<file path="src/rtl/scan_hold_pkg.sv">
package scan_hold_pkg;

   typedef enum logic [1:0] {
      OP_KEEP  = 2'd0,
      OP_SHIFT = 2'd1,
      OP_LOAD  = 2'd2
   } cell_op_e;

endpackage

</file>
<file path="src/rtl/shc_mode_ctrl.sv">
module shc_mode_ctrl
   import scan_hold_pkg::*;
(
   input  logic     clk,
   input  logic     rst_n,
   input  logic     step_en,
   input  logic     shift_mode,
   input  logic     capture_req,
   output cell_op_e op,
   output logic     mode_err
);

   logic illegal_req;

   assign illegal_req = shift_mode & capture_req;

   always_comb begin
      op = OP_KEEP;
      if (shift_mode) begin
         if (step_en) op = OP_SHIFT;
      end else if (capture_req) begin
         op = OP_LOAD;
      end
   end

   always_ff @(posedge clk) begin
      if (!rst_n) mode_err <= 1'b0;
      else        mode_err <= illegal_req;
   end

   AST_NO_LOAD_IN_SCAN: assert property (@(posedge clk) disable iff (!rst_n)
      shift_mode |-> (op != OP_LOAD));

endmodule

</file>
<file path="src/rtl/shc_cell.sv">
module shc_cell
   import scan_hold_pkg::*;
#(
   parameter logic RST_VAL = 1'b0
)(
   input  logic     clk,
   input  logic     rst_n,
   input  cell_op_e op,
   input  logic     scan_d,
   input  logic     cap_d,
   input  logic     hold,
   output logic     ff_q,
   output logic     held_q
);

   always_ff @(posedge clk) begin
      if (!rst_n) begin
         ff_q <= RST_VAL;
      end else begin
         case (op)
            OP_SHIFT: ff_q <= scan_d;
            OP_LOAD:  ff_q <= cap_d;
            default:  ff_q <= ff_q;
         endcase
      end
   end

   always_ff @(posedge clk) begin
      if (!rst_n)     held_q <= RST_VAL;
      else if (!hold) held_q <= ff_q;
   end

endmodule

</file>
<file path="src/rtl/shc_chain.sv">
module shc_chain
   import scan_hold_pkg::*;
#(
   parameter int                    CHAIN_LEN = 8,
   parameter logic [CHAIN_LEN-1:0]  RESET_VEC = '0
)(
   input  logic                 clk,
   input  logic                 rst_n,
   input  cell_op_e             op,
   input  logic                 hold,
   input  logic                 scan_in,
   input  logic [CHAIN_LEN-1:0] capture_data,
   output logic [CHAIN_LEN-1:0] ff_vec,
   output logic [CHAIN_LEN-1:0] held_vec
);

   localparam int LAST = CHAIN_LEN - 1;

   logic [CHAIN_LEN-1:0] serial_d;

   assign serial_d = {ff_vec[LAST-1:0], scan_in};

   for (genvar g = 0; g < CHAIN_LEN; g++) begin : g_cell
      shc_cell #(.RST_VAL(RESET_VEC[g])) i_cell (
         .clk   (clk),
         .rst_n (rst_n),
         .op    (op),
         .scan_d(serial_d[g]),
         .cap_d (capture_data[g]),
         .hold  (hold),
         .ff_q  (ff_vec[g]),
         .held_q(held_vec[g])
      );
   end

   AST_SHIFT_ENTRY: assert property (@(posedge clk) disable iff (!rst_n)
      (op == OP_SHIFT) |=> (ff_vec[0] == $past(scan_in)));
   AST_SHIFT_MOVE: assert property (@(posedge clk) disable iff (!rst_n)
      (op == OP_SHIFT) |=> (ff_vec[LAST:1] == $past(ff_vec[LAST-1:0])));
   AST_KEEP_STATE: assert property (@(posedge clk) disable iff (!rst_n)
      (op == OP_KEEP) |=> $stable(ff_vec));
   AST_CAPTURE_LOAD: assert property (@(posedge clk) disable iff (!rst_n)
      (op == OP_LOAD) |=> (ff_vec == $past(capture_data)));
   AST_HOLD_FREEZE: assert property (@(posedge clk) disable iff (!rst_n)
      hold |=> $stable(held_vec));
   AST_RELEASE_COPY: assert property (@(posedge clk) disable iff (!rst_n)
      !hold |=> (held_vec == $past(ff_vec)));

endmodule

</file>
<file path="src/rtl/scan_hold_chain.sv">
module scan_hold_chain
   import scan_hold_pkg::*;
#(
   parameter int                   CHAIN_LEN       = 8,
   parameter logic [CHAIN_LEN-1:0] RESET_VEC       = '0,
   parameter bit                   SCAN_OUT_RETIME = 1'b0
)(
   input  logic                 clk,
   input  logic                 rst_n,
   input  logic                 step_en,
   input  logic                 shift_mode,
   input  logic                 hold,
   input  logic                 capture_req,
   input  logic                 scan_in,
   input  logic [CHAIN_LEN-1:0] capture_data,
   output logic [CHAIN_LEN-1:0] applied_vec,
   output logic                 scan_out,
   output logic                 mode_err
);

   localparam int LAST = CHAIN_LEN - 1;

   if (CHAIN_LEN < 2) begin : g_len_chk
      $error("scan_hold_chain: CHAIN_LEN must be at least 2");
   end

   cell_op_e             op;
   logic [CHAIN_LEN-1:0] ff_vec;

   shc_mode_ctrl i_ctrl (
      .clk        (clk),
      .rst_n      (rst_n),
      .step_en    (step_en),
      .shift_mode (shift_mode),
      .capture_req(capture_req),
      .op         (op),
      .mode_err   (mode_err)
   );

   shc_chain #(.CHAIN_LEN(CHAIN_LEN), .RESET_VEC(RESET_VEC)) i_chain (
      .clk         (clk),
      .rst_n       (rst_n),
      .op          (op),
      .hold        (hold),
      .scan_in     (scan_in),
      .capture_data(capture_data),
      .ff_vec      (ff_vec),
      .held_vec    (applied_vec)
   );

   if (SCAN_OUT_RETIME) begin : g_so_reg
      logic so_q;
      always_ff @(posedge clk) begin
         if (!rst_n) so_q <= 1'b0;
         else        so_q <= ff_vec[LAST];
      end
      assign scan_out = so_q;
   end else begin : g_so_dir
      assign scan_out = ff_vec[LAST];
   end

   AST_ILLEGAL_NO_LOAD: assert property (@(posedge clk) disable iff (!rst_n)
      (shift_mode && capture_req && !step_en) |=> $stable(ff_vec));
   AST_ERR_FLAG: assert property (@(posedge clk) disable iff (!rst_n)
      (shift_mode && capture_req) |=> mode_err);
   AST_IDLE_CAPTURE: assert property (@(posedge clk) disable iff (!rst_n)
      (!shift_mode && !capture_req) |=> $stable(ff_vec));

endmodule

</file>
<file path="config.mk">
export PLATFORM = sky130hd
export DESIGN_NAME = scan_hold_chain
export DESIGN_NICKNAME = d
export VERILOG_FILES = /design/src/rtl/scan_hold_pkg.sv /design/src/rtl/shc_mode_ctrl.sv /design/src/rtl/shc_cell.sv /design/src/rtl/shc_chain.sv /design/src/rtl/scan_hold_chain.sv
export SDC_FILE = /design/constraint.sdc
export NUM_CORES = 1
export LEC_CHECK = 0
export BUFFER_PORTS_ARGS = -buffer_cell sky130_fd_sc_hd__buf_2
export CAP_MARGIN = 25
export CORE_UTILIZATION = 48
export CTS_CLUSTER_DIAMETER = 80
export DETAILED_ROUTE_END_ITERATION = 7
export GPL_TIMING_DRIVEN = 0
export HOLD_SLACK_MARGIN = 0.02
export PLACE_DENSITY = 0.82
export SYNTH_ARGS = -nofsm -noshare
export SYNTH_HDL_FRONTEND = slang
export SYNTH_SLANG_ARGS = --single-unit
</file>
<file path="constraint.sdc">
create_clock -name clk -period 1.4 [get_ports clk]
set_input_delay 0.21 -clock clk [delete_from_list [all_inputs] [get_ports clk]]
set_output_delay 0.21 -clock clk [all_outputs]
set_load 0.01 [all_outputs]
</file>
==> metrics.yaml <==
sta:
  max_freq_mhz: 934
  hold_violations: 0
  final-setup-viol-count: 0
  final.setup.worst_slack_ns: 0.330
  tightest_slew_ns: 0.281
  hold_ws_ns: 0.172
  skew_ns: 0.00222
  drv_slew: 0
  rsz0062_at_grt: "false"
  relSlewSlack_pct: 81.2
  fin_crit_sh_pct: 76.4
  fin_tns_setup_ns: 0
  finalCriticalPeriod_ns: 1.07
floorplanning:
  initial_core_util_pct: 53.8
  row_count: 13
  die_w_um: 41.2
  die_h_um: 41.2
  core_um2: 1370
  die_area_um2: 1690
  ios: 25
clock_tree:
  clk_pin_slew_ns: 0.09
  cts_sinks: 17
  tritoncts.num_buffers: 3
  clockBufferDepth: 2
  cts_root_buf: "clkbuf_4"
  postCtsHoldBufs: 0
  htreeDepth: 1
  clock_latency_ns: 0.29
  post_cts_buffers: 0
  cts_tree: "built"
  cts_resized: 0
power_and_ir_drop:
  power_switching_mw: 0.221
  seq_power_share_pct: 57.9
  clock_power_share_pct: 28.3
  fin_total_pwr_mw: 0.906
  swShare_pct: 24.4
  share_comb_of_total_power_pct: 13.8
  leakagePower_nw: 0.429
  internal_power_mw: 0.685
  power.density_nw_per_um2: 1010
  peakVddDrop_mv: 0.578
logic_synthesis:
  yosysSeqAreaShare_pct: 46.3
  synthCells: 78
  ys_types: 18
  synth_warnings: 0
  synth_seq_cells: 17
  syn-num-nets: 93
  syn_area_per_cell_um2: 9.43
  synth_area_um2: 736
routing:
  drtAntennaViolNets: 0
  vias_per_cell: 5.24
  vias: 629
  firstDrtPassIters: 4
  drc_errors: 0
  initialDrtViolationCount: 19
  post_drt_wl_per_cell_um: 11.4
  wl_um: 1360
place:
  io_buffers: 23
  pre_cts_ws_ns: 0.378
  dp_hpwl_um: 1010
  place_congestion: 0.777
setup_path:
  criticalPathCategory: "register to primary output"
  end_kind: "primary output"
  required_ns: 1.19
  critical_path_peak_fanout: 2
  reg2regPathDepth: 2
  worstSetupStartpointType: "register"
  crit_arrival_ns: 0.86
final_layout:
  fillers: 113
  layout_commonest_cell: "buf_2"
  area_delta_synth_final_pct: 21.8
  finish.utilization_pct: 65.6
  diodes: 0
  fin_nets: 121
  drive_gt1_share_pct: 36.2
  final_cell_mix: "26 x buf_2, 17 x dfxtp_1, 9 x buf_4, 9 x nand2_1"
global_route:
  antenna_found_initial: 0
  grt_max_degree: 11
  overflow: 0
  grt_pass1_wl_um: 2090
  grt_use_total_pct: 19.7
  grt_pass1_vias: 521
status:
  outcome: "completed"
hold_path:
  min_path_type: "primary input to register"
  min_path_cells: 2
job:
  maxCapViolations: 0
## layer usage
metal	routed length, um	GRT usage (%)	share of wire [%]	vias to the layer above
li1	-	-	-	318
met1	619	23.9	45	279
met2	604	31.6	44	27
met3	110	3.80	8.1	5
met4	29	12.1	2.1	0
met5	0	0	0	-
## power by group through the flow
stage / combinational, mW / clock, mW / sequential [mW]
after global routing: 0.141 / 0.278 / 0.528
after global placement: 0.121 / 0 / 0.535
after detailed placement: 0.125 / 0 / 0.536
final: 0.125 / 0.257 / 0.525
after floorplan: 0.0806 / 0 / 0.533
after CTS: 0.125 / 0.264 / 0.525
## per-stage QoR
stage | cell area (um2) | instances
finish | 896 | 120
global route | 896 | 120
CTS | 896 | 120
detailed placement | 870 | 116
global placement | 870 | 116
floorplan | 736 | 78
## path summary, 6_finish.rpt
| path | startpoint | end | slack (ns) |
|---|---|---|---|
| max | i_chain.g_cell[0].i_cell.held_q | applied_vec[0] | 0.33 |
| min | capture_req | i_ctrl.mode_err | 0.17 |
| max reg2reg | i_chain.g_cell[3].i_cell.ff_q | i_chain.g_cell[4].i_cell.ff_q | 0.69 |
| min reg2reg | i_chain.g_cell[7].i_cell.ff_q | i_chain.g_cell[7].i_cell.ff_q | 0.49 |
## final cells by class
type	instances	area, um2	share of cell area (%)
flip-flops and latches	17	340	38.0
plain buffers	12	82.6	9.22
repair buffers	23	115	12.8
clock buffers	4	26.3	2.93
multi-input cells	49	313	34.9
well taps	15	18.8	2.09
## Yosys cell counts
library cell / number / area, um2
nor2b_1: 8 / 50.1
nor3_1: 1 / 5.00
nand2_1: 9 / 33.8
and2_1: 1 / 6.26
a31oi_1: 4 / 25.0
o21ai_0: 4 / 20.0
and2b_1: 1 / 7.51
nand3_1: 3 / 15.0
and3_1: 1 / 6.26
buf_2: 3 / 15.0
nor2_1: 1 / 3.75
a22oi_1: 3 / 22.5
o221ai_1: 1 / 8.76
nand2b_1: 1 / 6.26
buf_4: 9 / 67.6
dfxtp_1: 17 / 340
mux2i_1: 8 / 80.1
a21boi_1: 3 / 22.5
## cells by family (layout without fill, tap and decap cells)
kind of cell | count (synthesis) | count (layout) | share of synthesized area (%)
compound gates | 15 | 15 | 13.4
mux | 8 | 8 | 10.9
buf+inv | 12 | 39 | 11.2
simple gates | 26 | 26 | 18.2
flops | 17 | 17 | 46.3
## worst max-delay path, cell delays in order (launching register included)
cell     delay, ns
dfxtp_1       0.33
buf_4         0.12
buf_2         0.13
## registers in the layout, indices dropped and copies added, names as in the netlist
signal	cells
i_chain.g_cell.i_cell.ff_q	8
i_chain.g_cell.i_cell.held_q	8
i_ctrl.mode_err	1
Note: power is estimated with default switching activity, not from simulation.
